### src/rtl/hdrx_pkg.sv
package hdrx_pkg;
  localparam int BYTE_W    = 8;
  localparam int CNT_W     = $clog2(BYTE_W);
  localparam int STUFF_RUN = 5;

  typedef logic [BYTE_W-1:0] byte_t;

  localparam byte_t FLAG_CODE   = 8'h7E;
  localparam byte_t ABORT_CODE  = 8'h7F;
  localparam byte_t ABORT_MASK  = 8'h7F;
  localparam byte_t ESC_DEFAULT = 8'h1B;
  localparam byte_t STUFF_MASK  = byte_t'((1 << (STUFF_RUN + 1)) - 1);
  localparam byte_t STUFF_PAT   = byte_t'(((1 << STUFF_RUN) - 1) << 1);

  typedef enum logic [2:0] {EV_NONE, EV_FLAG, EV_ABORT, EV_STUFF, EV_DATA} hdrx_ev_e;

  function automatic logic is_flag(input byte_t h);
    return h == FLAG_CODE;
  endfunction

  function automatic logic is_abort(input byte_t h);
    return (h & ABORT_MASK) == ABORT_CODE;
  endfunction

  function automatic logic is_stuffed(input byte_t h);
    return (h & STUFF_MASK) == STUFF_PAT;
  endfunction

  function automatic logic needs_escape(input byte_t b, input byte_t esc);
    return (b == FLAG_CODE) || (b == ABORT_CODE) || (b == esc);
  endfunction
endpackage

### src/rtl/hdrx_detect.sv
module hdrx_detect
  import hdrx_pkg::*;
(
  input  logic     clk,
  input  logic     rst_n,
  input  logic     bit_vld,
  input  logic     bit_in,
  output hdrx_ev_e ev
);
  logic [BYTE_W-2:0] hist_q;
  byte_t             hist_n;

  assign hist_n = {hist_q, bit_in};

  // flag wins over abort and destuff
  always_comb begin
    if (!bit_vld)                ev = EV_NONE;
    else if (is_flag(hist_n))    ev = EV_FLAG;
    else if (is_abort(hist_n))   ev = EV_ABORT;
    else if (is_stuffed(hist_n)) ev = EV_STUFF;
    else                         ev = EV_DATA;
  end

  always_ff @(posedge clk) begin
    if (!rst_n)       hist_q <= '0;
    else if (bit_vld) hist_q <= hist_n[BYTE_W-2:0];
  end
endmodule

### src/rtl/hdrx_assemble.sv
module hdrx_assemble
  import hdrx_pkg::*;
#(
  parameter byte_t ESC_CODE = ESC_DEFAULT
) (
  input  logic     clk,
  input  logic     rst_n,
  input  hdrx_ev_e ev,
  input  logic     bit_in,
  input  logic     sink_full,
  output logic [1:0] push_n,
  output byte_t    push_b0,
  output byte_t    push_b1
);
  localparam logic [CNT_W-1:0] LAST_BIT = CNT_W'(BYTE_W - 1);

  logic              active_q;
  logic [CNT_W-1:0]  cnt_q;
  logic [BYTE_W-2:0] cur_q;
  byte_t             nxt_byte;
  logic              byte_done;

  assign nxt_byte  = {bit_in, cur_q};
  assign byte_done = (ev == EV_DATA) && active_q && (cnt_q == LAST_BIT);

  always_comb begin
    push_n  = 2'd0;
    push_b0 = FLAG_CODE;
    push_b1 = nxt_byte;
    if (ev == EV_FLAG && !sink_full) begin
      push_n = 2'd1;
    end else if (byte_done && !sink_full) begin
      if (needs_escape(nxt_byte, ESC_CODE)) begin
        push_n  = 2'd2;
        push_b0 = ESC_CODE;
      end else begin
        push_n  = 2'd1;
        push_b0 = nxt_byte;
      end
    end
  end

  always_ff @(posedge clk) begin
    if (!rst_n) begin
      active_q <= 1'b0;
      cnt_q    <= '0;
      cur_q    <= '0;
    end else begin
      case (ev)
        EV_FLAG: begin
          active_q <= !sink_full;
          cnt_q    <= '0;
        end
        EV_ABORT: active_q <= 1'b0;
        EV_DATA: if (active_q) begin
          cur_q <= nxt_byte[BYTE_W-1:1];
          if (cnt_q == LAST_BIT) begin
            cnt_q <= '0;
            if (sink_full) active_q <= 1'b0;
          end else begin
            cnt_q <= cnt_q + CNT_W'(1);
          end
        end
        default: ;
      endcase
    end
  end

  AST_IDLE_HOLDS: assert property (@(posedge clk) disable iff (!rst_n) (ev == EV_NONE) |=> $stable(active_q) && $stable(cnt_q));
  AST_ABORT_DROPS: assert property (@(posedge clk) disable iff (!rst_n) (ev == EV_ABORT) |=> !active_q);
  AST_FLAG_ARMS: assert property (@(posedge clk) disable iff (!rst_n) (ev == EV_FLAG && !sink_full) |=> active_q && cnt_q == '0);
  AST_FULL_DROPS: assert property (@(posedge clk) disable iff (!rst_n) (ev != EV_NONE && sink_full) |-> push_n == 2'd0);
  AST_INACTIVE_SILENT: assert property (@(posedge clk) disable iff (!rst_n) (!active_q && ev != EV_FLAG) |-> push_n == 2'd0);
endmodule

### src/rtl/hdrx_skid.sv
module hdrx_skid
  import hdrx_pkg::*;
(
  input  logic       clk,
  input  logic       rst_n,
  input  logic [1:0] push_n,
  input  byte_t      push_b0,
  input  byte_t      push_b1,
  output logic       out_vld,
  output byte_t      out_byte
);
  logic [1:0] occ_q;
  byte_t      slot_q [2];
  logic       pop;
  logic [1:0] keep;
  logic [2:0] fill;
  logic       ovf;
  byte_t      s0_n, s1_n;

  assign pop  = (occ_q != 2'd0);
  assign keep = occ_q - {1'b0, pop};
  assign fill = {1'b0, keep} + {1'b0, push_n};
  assign ovf  = (fill > 3'd2);

  always_comb begin
    if (keep == 2'd0) begin
      s0_n = push_b0;
      s1_n = push_b1;
    end else begin
      s0_n = slot_q[1];
      s1_n = push_b0;
    end
  end

  always_ff @(posedge clk) begin
    if (!rst_n) begin
      occ_q     <= 2'd0;
      slot_q[0] <= '0;
      slot_q[1] <= '0;
    end else begin
      occ_q     <= ovf ? 2'd2 : fill[1:0];
      slot_q[0] <= s0_n;
      slot_q[1] <= s1_n;
    end
  end

  assign out_vld  = pop;
  assign out_byte = slot_q[0];

  AST_SKID_NO_OVERFLOW: assert property (@(posedge clk) disable iff (!rst_n) !ovf);
  AST_ESC_PAIR: assert property (@(posedge clk) disable iff (!rst_n) (push_n == 2'd2) |=> out_vld ##1 out_vld);
endmodule

### src/rtl/hdlc_rx_deframer.sv
module hdlc_rx_deframer
  import hdrx_pkg::*;
#(
  parameter byte_t ESC_CODE = ESC_DEFAULT
) (
  input  logic       clk,
  input  logic       rst_n,
  input  logic       bit_vld,
  input  logic       bit_in,
  input  logic       sink_full,
  output logic       out_vld,
  output logic [7:0] out_byte
);
  hdrx_ev_e   ev;
  logic [1:0] push_n;
  byte_t      push_b0, push_b1;

  hdrx_detect u_detect (
    .clk(clk), .rst_n(rst_n), .bit_vld(bit_vld), .bit_in(bit_in), .ev(ev)
  );

  hdrx_assemble #(.ESC_CODE(ESC_CODE)) u_assemble (
    .clk(clk), .rst_n(rst_n), .ev(ev), .bit_in(bit_in), .sink_full(sink_full),
    .push_n(push_n), .push_b0(push_b0), .push_b1(push_b1)
  );

  hdrx_skid u_skid (
    .clk(clk), .rst_n(rst_n), .push_n(push_n), .push_b0(push_b0),
    .push_b1(push_b1), .out_vld(out_vld), .out_byte(out_byte)
  );

  AST_WRITE_AFTER_BIT: assert property (@(posedge clk) disable iff (!rst_n) $rose(out_vld) |-> $past(bit_vld));
endmodule

### config.mk
export PLATFORM = sky130hd
export DESIGN_NAME = hdlc_rx_deframer
export DESIGN_NICKNAME = d
export VERILOG_FILES = /design/src/rtl/hdrx_pkg.sv /design/src/rtl/hdrx_detect.sv /design/src/rtl/hdrx_assemble.sv /design/src/rtl/hdrx_skid.sv /design/src/rtl/hdlc_rx_deframer.sv
export SDC_FILE = /design/constraint.sdc
export NUM_CORES = 1
export LEC_CHECK = 0
export BUFFER_PORTS_ARGS = -buffer_cell sky130_fd_sc_hd__buf_2
export CELL_PAD_IN_SITES_DETAIL_PLACEMENT = 1
export CELL_PAD_IN_SITES_GLOBAL_PLACEMENT = 1
export CORE_ASPECT_RATIO = 1.75
export CORE_UTILIZATION = 35
export CTS_BUF_LIST = sky130_fd_sc_hd__clkbuf_4 sky130_fd_sc_hd__clkbuf_8
export DETAILED_ROUTE_END_ITERATION = 10
export MAX_ROUTING_LAYER = met4
export PLACE_DENSITY = 0.7
export SLEW_MARGIN = 40
export SYNTH_ARGS = -nofsm -noshare
export SYNTH_HDL_FRONTEND = slang
export SYNTH_SLANG_ARGS = --single-unit
### constraint.sdc
create_clock -name clk -period 3.4 [get_ports clk]
set_clock_uncertainty 0.2 [all_clocks]
set_input_delay 0.34 -clock clk [delete_from_list [all_inputs] [get_ports clk]]
set_output_delay 0.34 -clock clk [all_outputs]
set_load 0.005 [all_outputs]
Yosys cells after proc, flatten, opt, wreduce, memory -nomap -nowiden. Memories as Yosys holds them, arrays and structs flattened. Index checks and enable logic that the tools add are counted.

Register bits after elaboration: 20. Bits in writable memories: 16. Input port bits: 5. Output and inout port bits: 9. Word-level logic and storage cells: 63. Memories: 1.

Add/subtract/negate cells: 3. Magnitude comparators: 1. Equal/unequal tests: 11. Muxes and demuxes: 24. Bitwise operators: 3. Reduce and logical (&&, ||, !) cells: 14.

Memories: u_skid.slot_q (depth 2, bits a word 8, read ports 2, clocked after Yosys merged registers in 0, write ports 2, line hdrx_skid.sv:13) `byte_t slot_q [2];`.

Operator list (number): two-way mux 8 bit (7); == test 8 x 7 -> 1 bit, second input constant (3); two-way mux 3 bit (6); == test 8 x 5 -> 1 bit, second input constant (1); two-way mux 2 bit (4); == test 7 bit, second input constant (1); == test 3 bit, second input constant (2); == test 6 bit, second input constant (1); case mux 3 bit (2 select lines) (1); two-way mux 1 bit (5); logical AND 1 bit (4); AND reduction 2 bit (2); nonzero test 2 bit (2); adder 2 x 2 -> 3 bit (1); adder 3 x 1 -> 3 bit, second input constant (1); == test 3 x 1 -> 1 bit, second input constant (1); == test 3 x 2 -> 1 bit, second input constant (1); > comparator 3 x 2 -> 1 bit, second input constant (1); case mux 1 bit (3 select lines) (1); nonzero test 3 bit (1); logical NOT 2 bit (1); logical OR 1 bit (2); != test 2 x 1 -> 1 bit, second input constant (1); OR 1 bit (2); 4 further kinds (4).

Logic depth before layout (Yosys ltp).
Word-level depth: 14. Depth in mapped cells: 9. Gate-level depth less buffers: 8.

Cells and area by module. A second synthesis with hierarchy kept.

Cells, all modules: 189. Area total of the unflattened synthesis: 1786.7 µm².

By module, submodules not included: hdrx_skid (instances 1, cells each 69, area an instance 783.3 µm², seq. area each 360.3 µm²); hdrx_assemble (instances 1, cells each 88, area an instance 676.9 µm², seq. area each 220.2 µm²); hdrx_detect (instances 1, cells each 32, area an instance 326.6 µm², seq. area each 140.1 µm²).

Worst setup path before layout. OpenSTA, ideal clock, no wires.

Path kind: input port to flip-flop. Start point: input bit_in. End point: register u_skid.occ_q[0]. Data arrival time: 2229 ps. Data required time: 3084 ps. Setup slack: 856 ps. Stages: 9. Buffers on the path: 2. Cell sequence: buf_6 nor2b_4 o311a_1 buf_6 a32o_1 ha_1 fa_1 nor2_1 and3_1.

Word-level cells in the longest chain between the ends: 14. Elaborated cells on any way between the ends: 24. Those cells by class: add/sub (1); order compare (1); eq/ne (8); mux (7); reduce/logical (7).

RTL lines: start: declaration (line hdlc_rx_deframer.sv:9) `input logic bit_in,`; == test 6 bit (line hdrx_pkg.sv:26) `return (h & STUFF_MASK) == STUFF_PAT;`; two-way mux 3 bit (line hdrx_detect.sv:20) `else if (is_stuffed(hist_n)) ev = EV_STUFF;`; two-way mux 3 bit (line hdrx_detect.sv:19) `else if (is_abort(hist_n)) ev = EV_ABORT;`; two-way mux 3 bit (line hdrx_detect.sv:18) `else if (is_flag(hist_n)) ev = EV_FLAG;`; two-way mux 3 bit (line hdrx_detect.sv:17) `if (!bit_vld) ev = EV_NONE;`; == test 3 bit (line hdrx_assemble.sv:24) `assign byte_done = (ev == EV_DATA) && active_q && (cnt_q == LAST_BIT);`; logical AND 1 bit (2 in a row) (line hdrx_assemble.sv:24); logical AND 1 bit (line hdrx_assemble.sv:32) `end else if (byte_done && !sink_full) begin`; two-way mux 2 bit (line hdrx_assemble.sv:32); two-way mux 2 bit (*) (line hdrx_assemble.sv:30) `if (ev == EV_FLAG && !sink_full) begin`; adder 2 x 2 -> 3 bit (*) (line hdrx_skid.sv:22) `assign fill = {1'b0, keep} + {1'b0, push_n};`; > comparator 3 x 2 -> 1 bit (line hdrx_skid.sv:23) `assign ovf = (fill > 3'd2);`; OR reduction 2 bit (no line); end signal: assignment (line hdrx_skid.sv:41) `occ_q <= ovf ? 2'd2 : fill[1:0];`; end: declaration (line hdrx_skid.sv:12) `logic [1:0] occ_q;`.

Every way passes the cells marked *; elsewhere a longest branch is shown, timed or not. A chain may end at the register's enable or synchronous reset.

Worst setup path after layout.
Start point: register u_detect.hist_q[0]. End point: register u_skid.occ_q[0].

Word-level cells in the longest chain between the ends: 14. Elaborated cells on any way between the ends: 18. Those cells by class: add/sub (1); order compare (1); eq/ne (5); mux (6); reduce/logical (5).

RTL lines: start: declaration (line hdrx_detect.sv:10) `logic [BYTE_W-2:0] hist_q;`; start signal: assignment (line hdrx_detect.sv:26) `else if (bit_vld) hist_q <= hist_n[BYTE_W-2:0];`; == test 6 bit (line hdrx_pkg.sv:26); two-way mux 3 bit (line hdrx_detect.sv:20); two-way mux 3 bit (line hdrx_detect.sv:19); two-way mux 3 bit (*) (line hdrx_detect.sv:18); two-way mux 3 bit (*) (line hdrx_detect.sv:17); == test 3 bit (line hdrx_assemble.sv:24); logical AND 1 bit (2 in a row) (line hdrx_assemble.sv:24); logical AND 1 bit (line hdrx_assemble.sv:32); two-way mux 2 bit (line hdrx_assemble.sv:32); two-way mux 2 bit (*) (line hdrx_assemble.sv:30); adder 2 x 2 -> 3 bit (*) (line hdrx_skid.sv:22); > comparator 3 x 2 -> 1 bit (line hdrx_skid.sv:23); OR reduction 2 bit (no line).

Marked as above.

==> impl_metrics.py <==
metrics = {
    "critical_path": {
        "cp-start-kind": "register",
        "reg2reg_from": "u_detect.hist_q[0]",
        "r2r-end": "u_skid.occ_q[0]",
        "reg2reg_slack_ps": 700,
        "critPathArrivalTime_ps": 2680,
        "crit_type": "reg2reg",
        "critPathRequiredTime_ps": 3380,
        "r2r_cells": 7,
        "end_kind": "register",
        "cp_max_fo": 9,
    },
    "floorplanning": {
        "die_x_um": 53.6,
        "num_rows": 32,
        "die_h_um": 92.3,
        "core_um2": 4440,
        "io_pins": 14,
        "die-area_um2": 4940,
        "start_util_pct": 36.7,
    },
    "global_routing": {
        "grt_max_degree": 23,
        "grt_antenna_before_repair": 0,
        "grt_remaining_overflow": 0,
        "grt_pass1_wl_um": 5610,
        "grtUsageTotal_pct": 15.8,
        "grt_pass1_vias": 1246,
    },
    "synth": {
        "syn-cell-area_um2": 1630,
        "syn-num-nets": 174,
        "synthFlopType": "dfxtp_1",
        "async_flop_share_pct": 0,
        "synth_top_area_share_pct": 44.2,
        "yosys-top-cells-area": "dfxtp_1, mux2i_1, nor2_1",
        "ys.warnings.count": 0,
        "syn_avg_cell_area_um2": 9.87,
        "yosysUniqueCellTypes": 44,
        "synth_seq_cells": 36,
        "syn_inst": 165,
        "synth-edff-count": 0,
        "ys_seq_area_share_pct": 44.2,
        "yosys.area.top_type": "dfxtp_1",
    },
    "layout": {
        "nNetsFinal": 176,
        "instances_no_fill": 218,
        "final_common_cell": "dfxtp_1",
        "final_cell_mix": "dfxtp_1, nor2_1, mux2i_1, buf_2, nand2_1",
        "diodes": 0,
        "final_area_um2": 1720,
        "syn2layout_area_growth_pct": 5.84,
        "fin_util_pct": 38.8,
        "drive_above_1_share_pct": 20.4,
    },
    "routing": {
        "dr.pass1.iters": 4,
        "vias": 1182,
        "drc": 0,
        "drtIter0Drc": 26,
        "avgViaCountPerCell": 5.42,
        "wirelength_um": 3360,
        "drtAntennaViolNets": 0,
        "wl_per_cell_um": 15.4,
    },
    "clocking": {
        "cts_setup_buffers": 0,
        "cts_resized": 0,
        "cts.path.max_buffers": 2,
        "root_buffer": "clkbuf_8",
        "cts_hold_buf": 0,
        "cts_sinks": 36,
        "cts_tree": "yes",
        "numCtsBuffers": 5,
        "clk-insertion-delay-late_ps": 280,
        "clkTransAtPathRegs_ps": 70,
        "h-tree-depth": 2,
    },
    "timing": {
        "period_share_pct": 79.6,
        "timing.setup.tns_ps": 0,
        "final.min_clock_period_ps": 2700,
        "timing.hold.ws_ps": 236,
        "fmax_ghz": 0.370,
        "final_hold_viol_count": 0,
        "rsz0062_at_grt": "false",
        "layout_setup_ws_ps": 695,
        "relSlewSlack_pct": 54.4,
        "tightest_slew_ps": 683,
        "slew_violations": 0,
        "finalSetupViolCount": 0,
    },
    "pwr": {
        "power.density_nw_per_um2": 434,
        "finalPower_mw": 0.748,
        "peakVddDrop_mv": 0.259,
        "p_leak_nw": 0.669,
    },
    "placed_design": {
        "io_buffers": 13,
        "place_area_um2": 1640,
        "dp_hpwl_um": 2470,
        "place_ws_ps": 590,
        "placed_cells": 211,
        "place.gp.congestion": 0.811,
    },
    "worst_hold_path": {
        "min_path_cells": 3,
        "hp-start": "bit_in",
        "hold_path_end": "u_skid.slot_q[0][7]",
        "worstHoldPathType": "in2reg",
    },
    "run_status": {
        "status": "finished, final reports clean",
    },
    "run": {
        "max-cap-violations": 0,
    },
}
[worst max-delay path by stage]
stage / slack [ps] / to / depth (start not counted) / start
after floorplan: 860 / u_skid.occ_q[0] / 9 / bit_in
after global placement: 630 / u_skid.occ_q[0] / 8 / bit_in
after detailed placement: 590 / u_skid.occ_q[0] / 8 / bit_in
after CTS: 700 / u_skid.occ_q[0] / 7 / u_detect.hist_q[4]
after global routing: 570 / u_skid.occ_q[0] / 7 / u_detect.hist_q[4]
final: 700 / u_skid.occ_q[0] / 7 / u_detect.hist_q[0]
[routing by layer]
metal | GRT usage, % | routed length, um
met1 | 15.3 | 1370
met2 | 27.2 | 1800
met3 | 3.65 | 71
met4 | 8.99 | 120
met5 | - | 0
[registers in the layout (all words and copies together) (netlist names)]
signal               cells
u_detect.hist_q          7
u_skid.occ_q             2
u_assemble.cnt_q         3
u_skid.slot_q           16
u_assemble.cur_q         7
u_assemble.active_q      1
[cell families after synthesis]
| family | after synthesis | synth area share [%] |
|---|---|---|
| muxes | 16 | 9.83 |
| and+or+nand+nor | 54 | 18.0 |
| DFF | 36 | 44.2 |
| adders and majority gates | 4 | 3.53 |
| AOI/OAI and AO/OA | 34 | 16.7 |
| buffers and inverters | 21 | 7.76 |
[synthesized netlist by cell type (all sizes together) (2+ instances only)]
cell,number
a21oi,7
a31oi,4
and3,3
buf,12
clkbuf,6
dfxtp,36
ha,3
inv,2
mux2i,16
nand2,11
nand2b,2
nand3,6
nor2,19
nor2b,2
nor3,2
nor4,2
o21a,4
o21ai,5
o221a,5
o31a,2
o31ai,2
[worst max-delay path, cell delays in order (launching register included)]
cell,delay (ps)
dfxtp_1,410
nand3_4,130
o311a_1,570
a32o_1,340
ha_1,200
fa_1,530
nor2_1,50
and3_1,160
[where the power goes]
group / switching [mW] / leakage [nW] / internal [mW]
Sequential: 0.00260 / 0.293 / 0.427
Combinational: 0.0193 / 0.332 / 0.0128
Clock: 0.139 / 0.0445 / 0.147
[cell type report]
class / count / area [um^2]
Clock buffer: 6 / 76.3
Clock inverter: 1 / 5.00
Fill cell: 517 / 2720
Inverter: 3 / 11.3
Multi-Input combinational cell: 108 / 782
Sequential cell: 36 / 721
Tap cell: 51 / 63.8
Timing Repair Buffer: 13 / 65.1
(Power assumes the default switching activity.)
